### src/rtl/disp_dma_req.sv
module disp_dma_req #(
  parameter int SPACE_W = 11,
  parameter int THR_W   = 10,
  parameter int INC_W   = 4,
  parameter int PIX_W   = 16
) (
  input  logic               clk,
  input  logic               rst_n,
  input  logic               cfg_wr_en,
  input  logic [31:0]        cfg_wr_data,
  output logic [31:0]        cfg_rd_data,
  input  logic               raw_mode,
  input  logic               field_sel,
  input  logic               out_clk_en,
  input  logic               frame_start,
  input  logic [SPACE_W-1:0] y_space,
  input  logic [SPACE_W-1:0] cb_space,
  input  logic [SPACE_W-1:0] cr_space,
  input  logic               y_ack,
  input  logic               cb_ack,
  input  logic               cr_ack,
  output logic               y_evt,
  output logic               cb_evt,
  output logic               cr_evt,
  output logic [PIX_W-1:0]   pix_count
);

  localparam int T1_LSB  = 0;
  localparam int INC_LSB = 12;
  localparam int T2_LSB  = 16;
  localparam int NF      = 3;
  localparam int CMP_W   = (SPACE_W > THR_W) ? SPACE_W : THR_W;
  localparam logic [31:0] RD_MASK = (((32'd1 << THR_W) - 32'd1) << T2_LSB)
                                  | (((32'd1 << INC_W) - 32'd1) << INC_LSB)
                                  | (((32'd1 << THR_W) - 32'd1) << T1_LSB);

  logic [THR_W-1:0] thr1_q, thr2_q;
  logic [INC_W-1:0] inc_q;

  always_ff @(posedge clk or negedge rst_n) begin
    if (!rst_n) begin
      thr1_q <= '0;
      thr2_q <= '0;
      inc_q  <= '0;
    end else if (cfg_wr_en) begin
      thr1_q <= cfg_wr_data[T1_LSB +: THR_W];
      thr2_q <= cfg_wr_data[T2_LSB +: THR_W];
      inc_q  <= cfg_wr_data[INC_LSB +: INC_W];
    end
  end

  always_comb begin
    cfg_rd_data = '0;
    cfg_rd_data[T1_LSB +: THR_W]  = thr1_q;
    cfg_rd_data[T2_LSB +: THR_W]  = thr2_q;
    cfg_rd_data[INC_LSB +: INC_W] = inc_q;
  end

  logic [THR_W-1:0] thr_act, thr_half;
  assign thr_act  = field_sel ? thr2_q : thr1_q;
  assign thr_half = thr_act >> 1;

  logic [NF-1:0][SPACE_W-1:0] space_v;
  logic [NF-1:0] ack_v, need, fire, pend_q, evt_q;
  assign space_v = {cr_space, cb_space, y_space};
  assign ack_v   = {cr_ack, cb_ack, y_ack};

  generate
    for (genvar g = 0; g < NF; g++) begin : g_fifo
      if (g == 0) begin : g_luma
        assign need[g] = CMP_W'(space_v[g]) >= CMP_W'(thr_act);
      end else begin : g_chroma
        assign need[g] = !raw_mode && (CMP_W'(space_v[g]) >= CMP_W'(thr_half));
      end
    end
  endgenerate

  assign fire = need & ~pend_q;

  always_ff @(posedge clk or negedge rst_n) begin
    if (!rst_n) begin
      pend_q <= '0;
      evt_q  <= '0;
    end else begin
      pend_q <= fire | (pend_q & ~ack_v);
      evt_q  <= fire;
    end
  end

  assign {cr_evt, cb_evt, y_evt} = evt_q;

  logic [INC_W-1:0] pre_q;
  logic [PIX_W-1:0] pix_q;
  logic             tick;
  assign tick = ({1'b0, pre_q} + (INC_W+1)'(1)) >= {1'b0, inc_q};

  always_ff @(posedge clk or negedge rst_n) begin
    if (!rst_n) begin
      pre_q <= '0;
      pix_q <= '0;
    end else if (frame_start) begin
      pre_q <= '0;
      pix_q <= '0;
    end else if (out_clk_en) begin
      if (raw_mode && !tick) begin
        pre_q <= pre_q + INC_W'(1);
      end else begin
        pre_q <= '0;
        pix_q <= pix_q + PIX_W'(1);
      end
    end
  end

  assign pix_count = pix_q;

  assert_reg_readback_R2: assert property (@(posedge clk) disable iff (!rst_n)
    cfg_wr_en |=> cfg_rd_data == ($past(cfg_wr_data) & RD_MASK));

  assert_y_single_pulse_R7: assert property (@(posedge clk) disable iff (!rst_n)
    y_evt |=> !y_evt);

  assert_y_needs_room_R4: assert property (@(posedge clk) disable iff (!rst_n)
    $rose(y_evt) |-> $past(CMP_W'(y_space) >= CMP_W'(thr_act)));

  assert_raw_chroma_quiet_R6: assert property (@(posedge clk) disable iff (!rst_n)
    raw_mode |=> !cb_evt && !cr_evt);

  assert_zero_thr_fires_R8: assert property (@(posedge clk) disable iff (!rst_n)
    (thr_act == '0) && !pend_q[0] |=> y_evt);

  assert_frame_clear_R11: assert property (@(posedge clk) disable iff (!rst_n)
    frame_start |=> pix_count == '0);

  assert_yc_pix_step_R10: assert property (@(posedge clk) disable iff (!rst_n)
    !raw_mode && out_clk_en && !frame_start |=> pix_count == $past(pix_count) + PIX_W'(1));

  assert_raw_unit_step_R9: assert property (@(posedge clk) disable iff (!rst_n)
    raw_mode && out_clk_en && !frame_start && (inc_q <= INC_W'(1))
    |=> pix_count == $past(pix_count) + PIX_W'(1));

endmodule

### config.mk
export PLATFORM = sky130hd
export DESIGN_NAME = disp_dma_req
export DESIGN_NICKNAME = d
export VERILOG_FILES = /design/src/rtl/disp_dma_req.sv
export SDC_FILE = /design/constraint.sdc
export NUM_CORES = 1
export LEC_CHECK = 0
export CAP_MARGIN = 20
export CORE_MARGIN = 4
export CORE_UTILIZATION = 45
export CTS_BUF_LIST = sky130_fd_sc_hd__clkbuf_8
export CTS_CLUSTER_DIAMETER = 60
export DETAILED_ROUTE_END_ITERATION = 8
export PLACE_DENSITY = 0.8
export SYNTH_ARGS = -nofsm -noshare
export SYNTH_HDL_FRONTEND = slang
export SYNTH_SLANG_ARGS = --single-unit
### constraint.sdc
create_clock -name clk -period 2.6 [get_ports clk]
set_input_delay 0.52 -clock clk [delete_from_list [all_inputs] [get_ports clk]]
set_output_delay 0.52 -clock clk [all_outputs]
set_load 0.03 [all_outputs]
=== Word level (Yosys, flattened, before mapping) ===
Index checks and enable logic that the tools add are counted.

* Flip-flop bits (word level): 50
* Word-level logic and storage cells: 34
* Input port bits: 75

* Equality and inequality tests: 1
* Reductions and logical operators: 7
* Muxes and demuxes: 7
* Bitwise logic cells: 5
* Add/subtract/negate cells: 3
* Magnitude comparators: 4

{| class="wikitable"
|+ Operators with widths
! kind !! count
|-
| 2-to-1 mux 16 bit || 3
|-
| greater-or-equal comparator 11 x 9 -> 1 bit || 2
|-
| adder 16 x 1 -> 16 bit (second input constant) || 1
|-
| 2-to-1 mux 4 bit || 3
|-
| greater-or-equal comparator 11 x 10 -> 1 bit || 1
|-
| 2-to-1 mux 10 bit || 1
|-
| AND 3 bit || 2
|-
| inverter 3 bit || 2
|-
| adder 4 x 1 -> 5 bit (second input constant) || 1
|-
| greater-or-equal comparator 5 x 4 -> 1 bit || 1
|-
| adder 4 x 1 -> 4 bit (second input constant) || 1
|-
| logical AND 1 bit || 3
|-
| bitwise OR 3 bit || 1
|-
| zero test 1 bit || 2
|-
| != test 2 bit (second input constant) || 1
|-
| AND reduction 2 bit || 1
|-
| nonzero test 2 bit || 1
|}

=== Logic depth before layout (Yosys ltp) ===
Gate-level depths: netlist (run 1).

* Word-level depth: 7
* Gate-level depth with buffers: 11
* Mapped depth without buffers: 9

=== Worst setup path after synthesis (run 1) ===
OpenSTA, ideal clock, no wires.

* Path type: input to register
* From: input port field_sel
* To: register pend_q[2]
* Setup time: 0.140 ns
* Required time: 2.460 ns
* Data arrival time: 2.455 ns
* Path slack: 0.006 ns
* Stages: 8
* Cell sequence: clkbuf_1 -> mux2i_1 -> ha_1 -> a41o_1 -> nand2_1 -> a221oi_1 -> a2111oi_0 -> o31ai_1

* Word-level cells in the longest chain between the ends: 5

{| class="wikitable"
|+ RTL lines
! element !! RTL line !! RTL
|-
| start: declaration || 13 || <nowiki>input logic field_sel,</nowiki>
|-
| 2-to-1 mux 10 bit || 60 || <nowiki>assign thr_act = field_sel ? thr2_q : thr1_q;</nowiki>
|-
| greater-or-equal comparator 11 x 9 -> 1 bit || 73 || <nowiki>assign need[g] = !raw_mode && (CMP_W'(space_v[g]) >= CMP_W'(thr_half));</nowiki>
|-
| logical AND 1 bit || 73 ||
|-
| AND 3 bit || 78 || <nowiki>assign fire = need & ~pend_q;</nowiki>
|-
| bitwise OR 3 bit || 85 || <nowiki>pend_q <= fire | (pend_q & ~ack_v);</nowiki>
|-
| end signal: assignment || 85 ||
|-
| end: declaration || 64 || <nowiki>logic [NF-1:0] ack_v, need, fire, pend_q, evt_q;</nowiki>
|}

No other way between the ends.
A chain may end at the register's enable or synchronous reset.

=== Worst setup path after layout (run 1) ===
* From: input port field_sel
* To: register pend_q[1]

Same word-level chain as after synthesis.

==> qor.json, run 1 <==
{
  "first_global_vias": 2884,
  "vdd_drop_max_mv": 0.2125,
  "layout.filler_cells": 561,
  "die_width_um": 91.82,
  "slew-limit-headroom_pct": 57.27,
  "first_pass_iters": 4,
  "cell_pwr_density_nw_per_um2": 442.6,
  "gr-usage-all-layers_pct": 20.98,
  "pwr-share-seq_pct": 43.9,
  "power.share.clock_pct": 21.4,
  "postSynthAreaPerCell_sq_um": 10.37,
  "final.setup.tns_ns": 0,
  "routed_wire_length_um": 8610,
  "final-hold-violation-count": 0,
  "critPathCaptureType": "register",
  "routed_wirelength_normalized_by_instance_count_um": 16.31,
  "comb_pwr_share_pct": 34.8,
  "synth.ff_latch_count": 50,
  "timing.setup.critical_path_class": "input port to register",
  "synthesis.area_sq_um": 3162,
  "cts.clk_slew.worst_paths_ns": 0.09,
  "netlist.area_leader.share_pct": 39.57,
  "drtAntennaViolNets": 0,
  "initial_utilization_pct": 46.54,
  "cts.sinks": 50,
  "die_outline_area_sq_um": 8431,
  "htree_num_levels": 2,
  "dp_hpwl_um": 6731,
  "syn-instance-count": 305,
  "hold_path.class": "input port to async pin",
  "drc": 0,
  "ys_seq_area_share_pct": 39.57,
  "timing.critical_path.arrival_ns": 2.70,
  "worst-endpoint-required_ns": 2.77,
  "clkLatencyLatePin_ns": 0.30,
  "run_status": "finished clean",
  "clk_path_buf_depth": 2,
  "post_synth_num_cell_types": 46,
  "cts_tree": "yes",
  "maxCapViolations": 0,
  "synth-warning-count": 0,
  "multi_input_comb_area_sq_um": 1802,
  "unrepaired_setup_endpoints_after_global_routing": "no",
  "portBuffers": 109,
  "wire_length_of_the_first_global_routing_pass_um": 14340,
  "setup.reg_to_reg.worst_slack_ns": 0.34,
  "place_area_sq_um": 4484,
  "count_of_routing_violations_after_the_opening_detailed_route_iteration": 103,
  "placement_rows": 30,
  "worstRegToRegCells": 8,
  "synthDominantAreaCellType": "sky130_fd_sc_hd__dfrtp_1",
  "synth_ff_type": "sky130_fd_sc_hd__dfrtp_1",
  "antenna-diode-count": 0,
  "worstMarginPinSlew_ns": 0.6409,
  "finalSetupViolCount": 0,
  "regToRegStartpoint": "pre_q[0]",
  "cts_buffers": 5,
  "routed_via_density": 5.356,
  "dp.cells": 521,
  "maxClockFrequency_mhz": 396.0,
  "synth.top_cells.by_area": "sky130_fd_sc_hd__dfrtp_1 (40%), sky130_fd_sc_hd__ha_1 (13%), sky130_fd_sc_hd__mux2_2 (7.8%)",
  "netSwitchingFraction_pct": 32.41,
  "final_design_area_no_fill_sq_um": 4578,
  "dr_total_vias": 2828,
  "crit_fanout": 8,
  "grt_max_degree": 33,
  "clk_tree_root_cell": "sky130_fd_sc_hd__clkbuf_8",
  "antenna_found_initial": 0,
  "fraction_of_final_layout_cells_with_drive_strength_greater_than_1_pct": 14.12,
  "gpl.final_weighted_congestion": 0.8735,
  "floorplan.die.height_um": 91.82,
  "leakage_nw": 2.053,
  "io_pins": 126,
  "core-area_sq_um": 6794,
  "period_share_pct": 97.14,
  "area.sequential_sq_um": 1251,
  "synthArstFlopShare_pct": 100.0,
  "r2r_end": "pix_count[7]",
  "drv_slew": 0,
  "finClkSkew_ns": 0.007571,
  "overflow": 0,
  "crit_path_start_kind": "input port",
  "fin_cells": 528,
  "synth_edf_count": 0,
  "power_report.internal_total_mw": 1.370,
  "areaGrowthSynthToFinish_pct": 44.80,
  "finalWorstPathRequiredPeriod_ns": 2.526,
  "power.switching_mw": 0.6567,
  "number_of_nets_in_the_finished_design": 541
}
area by class of cell:
class	instances	area share, %
Clock inverter	2	0.1640
Tap cell	96	2.624
Sequential cell	50	27.33
Inverter	12	0.9839
Multi-Input combinational cell	231	39.36
Clock buffer	5	1.503
Timing Repair Buffer	132	28.04
timing repair:
action	in CTS	in global routing
hold endpoints to repair	0	0
buffers inserted	0	0
setup endpoints to repair	1	3
hold buffers	0	0
gates cloned	0	0
resized for setup	1	4
pin swaps	0	1
how the worst max path moves through the flow:
stage / startpoint / to / slack, ns
final: field_sel / pend_q[1] / 0.07
after global routing: field_sel / pend_q[1] / 0.008
after CTS: field_sel / pend_q[2] / 0.05
after detailed placement: field_sel / pend_q[2] / -0.33
after global placement: field_sel / pend_q[2] / -0.32
after floorplan: field_sel / pend_q[2] / 0.006
state kept, by name, indices dropped and copies added (netlist names):
signal     cells
pix_count     16
thr1_q        10
evt_q          3
thr2_q        10
pend_q         3
inc_q          4
pre_q          4
through the flow:
| stage | worst slack (ns) | utilization [%] | power (mW) | hold slack (ns) |
|---|---|---|---|---|
| CTS | 0.04524 | 67.15 | 2.041 | 0.2400 |
| floorplan | 0.005805 | - | 1.255 | 0.2244 |
| global placement | -0.3218 | 66.00 | 1.576 | 0.4432 |
| detailed placement | -0.3306 | 66.00 | 1.603 | 0.4505 |
| finish | 0.07445 | 67.38 | 2.026 | 0.2299 |
| global route | 0.007696 | 67.38 | 2.137 | 0.2815 |
worst max-delay path, cell delays in order:
cell                              delay [ns]
sky130_fd_sc_hd__clkdlybuf4s50_1        0.50
sky130_fd_sc_hd__buf_12                 0.14
sky130_fd_sc_hd__buf_4                  0.14
sky130_fd_sc_hd__mux2i_1                0.31
sky130_fd_sc_hd__ha_1                   0.29
sky130_fd_sc_hd__and3_1                 0.15
sky130_fd_sc_hd__a221o_1                0.32
sky130_fd_sc_hd__o21ai_0                0.22
sky130_fd_sc_hd__nand3_1                0.10
cell usage after synthesis (2+ instances only):
library cell,n
sky130_fd_sc_hd__a2111oi_0,2
sky130_fd_sc_hd__nand4_1,5
sky130_fd_sc_hd__mux2i_1,9
sky130_fd_sc_hd__or3_1,2
sky130_fd_sc_hd__buf_4,9
sky130_fd_sc_hd__o21ai_0,10
sky130_fd_sc_hd__a21o_1,2
sky130_fd_sc_hd__a211oi_1,3
sky130_fd_sc_hd__clkbuf_1,6
sky130_fd_sc_hd__and3_1,3
sky130_fd_sc_hd__nor4_1,7
sky130_fd_sc_hd__buf_1,2
sky130_fd_sc_hd__and4_1,2
sky130_fd_sc_hd__a211o_1,2
sky130_fd_sc_hd__nor2_1,5
sky130_fd_sc_hd__a21oi_1,8
sky130_fd_sc_hd__mux2_2,22
sky130_fd_sc_hd__nor2b_1,7
sky130_fd_sc_hd__nor3b_1,2
sky130_fd_sc_hd__a221o_1,7
sky130_fd_sc_hd__inv_1,12
sky130_fd_sc_hd__nand2_1,30
sky130_fd_sc_hd__nand3_1,21
sky130_fd_sc_hd__nand3b_1,7
sky130_fd_sc_hd__nand3_2,2
sky130_fd_sc_hd__o22ai_1,2
sky130_fd_sc_hd__ha_1,34
sky130_fd_sc_hd__nor3_4,2
sky130_fd_sc_hd__dfrtp_1,50
sky130_fd_sc_hd__buf_2,2
sky130_fd_sc_hd__nand2b_1,7
sky130_fd_sc_hd__or4_1,7
layer usage:
| layer | wire length, um | vias to the layer above | global-route usage (%) |
|---|---|---|---|
| li1 | - | 1375 | - |
| met1 | 3955 | 1334 | 28.42 |
| met2 | 3940 | 104 | 34.08 |
| met3 | 568 | 15 | 4.430 |
| met4 | 146 | 0 | 5.693 |
| met5 | 0 | - | 0 |
layout by cell type (no fill, tap or decap), drive strengths merged, types with 3 or more instances in the layout:
| master | count |
|---|---|
| dfrtp | 50 |
| conb | 8 |
| nand2 | 30 |
| clkdlybuf4s50 | 108 |
| nor3 | 3 |
| a221o | 7 |
| nand3b | 7 |
| buf | 24 |
| nand3 | 23 |
| a21oi | 9 |
| mux2i | 9 |
| nor2 | 5 |
| a211oi | 3 |
| nor2b | 7 |
| clkbuf | 5 |
| and3 | 3 |
| or4 | 7 |
| ha | 34 |
| nand4 | 6 |
| o21ai | 11 |
| mux2 | 22 |
| nor4 | 7 |
| inv | 14 |
| nand2b | 7 |
power by group through the flow:
stage                     Combinational (mW)  Sequential [mW]  Clock, mW
after global placement                 0.676            0.900          0
after floorplan                        0.263            0.992          0
after CTS                              0.704            0.888      0.450
after detailed placement               0.701            0.903          0
after global routing                   0.765            0.899      0.473
final                                  0.705            0.889      0.433
logic make-up (layout without fill, tap and decap cells):
logic type	count (synthesis)	after routing	synth area share (%)
and+or+nand+nor	113	113	21.05
DFF	50	50	39.57
AOI/OAI and AO/OA	44	44	10.01
adders and majority gates	34	34	13.45
muxes	31	31	10.68
buffers and inverters	31	151	4.828
other	1	8	0.1186
xor gates and xnor gates	1	1	0.2771
Power figures use the tool's default switching activity.
==> inputs of run 2 (changes only) <==
Settings changed: ABC_CLOCK_PERIOD_IN_PS from default to 2600.
==> results of run 2 <==
Final layout, timing and power as in run 1 (identical DEF).
==> inputs of run 3 (changes only) <==
Settings changed: PLACE_DENSITY 0.8 to 0.91, TNS_END_PERCENT from default to 5.
==> qor.json, run 3 (synthesis gave the netlist of run 1 again) <==
{
  "fraction_of_final_layout_cells_with_drive_strength_greater_than_1": {"value": 15.28, "unit": "%", "change": "+1.2 points"},
  "max_reg_flops": {"value": 16, "change": "unchanged"},
  "worstRegToRegCells": {"value": 8, "change": "unchanged"},
  "clk_tree_root_cell": "sky130_fd_sc_hd__clkbuf_8",
  "place_ws": {"value": -0.3305, "unit": "ns", "change": "+0.00004700 ns"},
  "gr-usage-all-layers": {"value": 21.48, "unit": "%", "change": "+0.50 points"},
  "initial_utilization": {"value": 46.54, "unit": "%", "change": "unchanged"},
  "worst-endpoint-required": {"value": 2.78, "unit": "ns", "change": "about the same"},
  "io_pins": {"value": 126, "change": "unchanged"},
  "worstMarginPinSlew": {"value": 0.5542, "unit": "ns", "change": "-0.08670 ns"},
  "hold_path.class": "input port to async pin",
  "count_of_routing_violations_after_the_opening_detailed_route_iteration": {"value": 107, "change": "+3.9%"},
  "antenna-diode-count": {"value": 0, "change": "unchanged"},
  "cts.clk_slew.worst_paths": {"value": 0.10, "unit": "ns", "change": "about the same"},
  "final.setup.tns": {"value": 0, "unit": "ns", "change": "unchanged"},
  "gpl.final_weighted_congestion": {"value": 0.8907, "change": "+2.0%"},
  "die_width": {"value": 91.82, "unit": "um", "change": "unchanged"},
  "final_design_area_no_fill": {"value": 4596, "unit": "sq um", "change": "+0.38%"},
  "cts.sinks": {"value": 50, "change": "unchanged"},
  "post-layout-total-power": {"value": 2.104, "unit": "mW", "change": "+3.8%"},
  "core-area": {"value": 6794, "unit": "sq um", "change": "unchanged"},
  "number_of_nets_in_the_finished_design": {"value": 540, "change": "-0.18%"},
  "first_pass_iters": {"value": 4, "change": "unchanged"},
  "crit_fanout": {"value": 5, "change": "-3"},
  "clk_path_buf_depth": {"value": 2, "change": "unchanged"},
  "areaGrowthSynthToFinish_pct": 45.35,
  "period_share": {"value": 98.82, "unit": "%", "change": "+1.7 points"},
  "maxCapViolations": {"value": 0, "change": "unchanged"},
  "timing.critical_path.arrival": {"value": 2.74, "unit": "ns", "change": "+0.04 ns"},
  "timing.setup.critical_path_class": "input port to register",
  "finalSetupViolCount": {"value": 0, "change": "unchanged"},
  "met2_usage": {"value": 38.47, "unit": "%", "change": "+4.4 points"},
  "global_route.usage.met1": {"value": 25.44, "unit": "%", "change": "-3.0 points"},
  "die_outline_area": {"value": 8431, "unit": "sq um", "change": "unchanged"},
  "finClkSkew": {"value": 0.01455, "unit": "ns", "change": "+0.006984 ns"},
  "grtUsageMet3": {"value": 5.332, "unit": "%", "change": "+0.90 points"},
  "worst_hold_slack": {"value": 0.1864, "unit": "ns", "change": "-0.04355 ns"},
  "dr_total_vias": {"value": 2875, "change": "+1.7%"},
  "vdd_drop_max": {"value": 0.2161, "unit": "mV", "change": "+1.7%"},
  "placement_rows": {"value": 30, "change": "unchanged"},
  "drtAntennaViolNets": {"value": 0, "change": "unchanged"},
  "portBuffers": {"value": 109, "change": "unchanged"},
  "dp_hpwl": {"value": 7156, "unit": "um", "change": "+6.3%"},
  "drc": {"value": 0, "change": "unchanged"},
  "clkLatencyLatePin": {"value": 0.30, "unit": "ns", "change": "about the same"},
  "htree_num_levels": {"value": 2, "change": "unchanged"},
  "grt-busiest-layer": "met2",
  "routed_wirelength_normalized_by_instance_count": {"value": 17.01, "unit": "um", "change": "+4.3%"},
  "post-route-worst-setup-slack": {"value": 0.03061, "unit": "ns", "change": "-0.04384 ns"},
  "antenna_found_initial": {"value": 0, "change": "unchanged"},
  "run_status": "finished clean",
  "maxClockFrequency": {"value": 389.2, "unit": "MHz", "change": "-1.7%"},
  "commonest_non_fill_non_tap_cell_in_the_layout": "sky130_fd_sc_hd__clkdlybuf4s50_1",
  "wire_length_of_the_first_global_routing_pass": {"value": 14720, "unit": "um", "change": "+2.6%"},
  "finalWorstPathRequiredPeriod": {"value": 2.569, "unit": "ns", "change": "+0.04384 ns"},
  "final-hold-violation-count": {"value": 0, "change": "unchanged"},
  "cts_tree": "yes",
  "cts_buffers": {"value": 5, "change": "unchanged"},
  "cell_pwr_density": {"value": 457.9, "unit": "nW/um^2", "change": "+3.4%"},
  "setup_fix_buffers_added_after_clock_tree_synthesis": {"value": 0, "change": "unchanged"},
  "first_global_vias": {"value": 3114, "change": "+8.0%"},
  "place_area": {"value": 4464, "unit": "sq um", "change": "-0.45%"},
  "slew-limit-headroom": {"value": 63.05, "unit": "%", "change": "+5.8 points"},
  "layout_common_cells": "sky130_fd_sc_hd__clkdlybuf4s50_1 (108), sky130_fd_sc_hd__dfrtp_1 (50), sky130_fd_sc_hd__ha_1 (34), sky130_fd_sc_hd__nand2_1 (30), sky130_fd_sc_hd__mux2_2 (22)",
  "grt_max_degree": {"value": 32, "change": "-3.0%"},
  "leakage": {"value": 2.045, "unit": "nW", "change": "-0.40%"},
  "critPathCaptureType": "register",
  "crit_path_start_kind": "input port",
  "routed_via_density": {"value": 5.445, "change": "+1.7%"},
  "overflow": {"value": 0, "change": "unchanged"},
  "floorplan.die.height": {"value": 91.82, "unit": "um", "change": "unchanged"},
  "routed_wire_length": {"value": 8982, "unit": "um", "change": "+4.3%"},
  "drv_slew": {"value": 0, "change": "unchanged"}
}
-- run 3: cell count changes in the layout (fill, tap and decap cells not counted), moves of 2 or more --
cell                       before  now
sky130_fd_sc_hd__mux2i_1        8    5
sky130_fd_sc_hd__inv_1         14   12
sky130_fd_sc_hd__mux2i_2        1    4
sky130_fd_sc_hd__clkbuf_8       5    7
-- run 3: timing repair --
| item | 4_1_cts | 5_1_grt |
|---|---|---|
| gates resized for setup | 1 | 6 |
| hold buffers | 0 | 0 |
| endpoints found under the setup margin | 1 | 5 |
| pin swaps | 0 | 0 |
-- run 3: power breakdown --
part | switching [mW] | internal, mW
Clock | 0.258 | 0.244
Sequential | 0.0586 | 0.836
Combinational | 0.354 | 0.353
Total | 0.671 | 1.43
-- run 3: cell type report --
type | count | area [sq um]
clock inverters | 1 | 8.758
flip-flops and latches | 50 | 1251
clock buffers | 7 | 96.34
repair buffers | 131 | 1264
inverters | 12 | 45.04
well taps | 96 | 120.1
multi-input cells | 231 | 1810
fillers | 494 | 2198
-- run 3: metal layers --
metal	part of all wire, %	vias up
met1	39	1361
met5	0	-
met2	50	126
li1	-	1372
met3	9.1	16
met4	2.1	0
-- run 3: final timing paths --
kind / start / endpoint / slack [ns]
max: field_sel / pend_q[1] / 0.03
min: rst_n / evt_q[0] / 0.19
max reg2reg: pre_q[0] / pix_count[4] / 0.33
min reg2reg: pend_q[2] / evt_q[2] / 0.50
max in group asynchronous: rst_n / pix_count[2] / 1.63
min in group clk: pend_q[2] / evt_q[2] / 0.50
-- run 3: per-stage QoR --
stage	utilization, %	cells
2_1_floorplan	-	312
3_3_place_gp	65.71	520
3_5_place_dp	65.71	520
4_1_cts	67.31	528
5_1_grt	67.64	528
6_report	67.64	528
-- run 3: worst max-delay path, stage by stage --
cell,delay (ns)
sky130_fd_sc_hd__clkdlybuf4s50_1,0.48
sky130_fd_sc_hd__buf_4,0.18
sky130_fd_sc_hd__buf_4,0.14
sky130_fd_sc_hd__mux2i_1,0.25
sky130_fd_sc_hd__buf_4,0.17
sky130_fd_sc_hd__ha_1,0.25
sky130_fd_sc_hd__a2111oi_0,0.47
sky130_fd_sc_hd__or3_1,0.20
sky130_fd_sc_hd__nand3_1,0.08
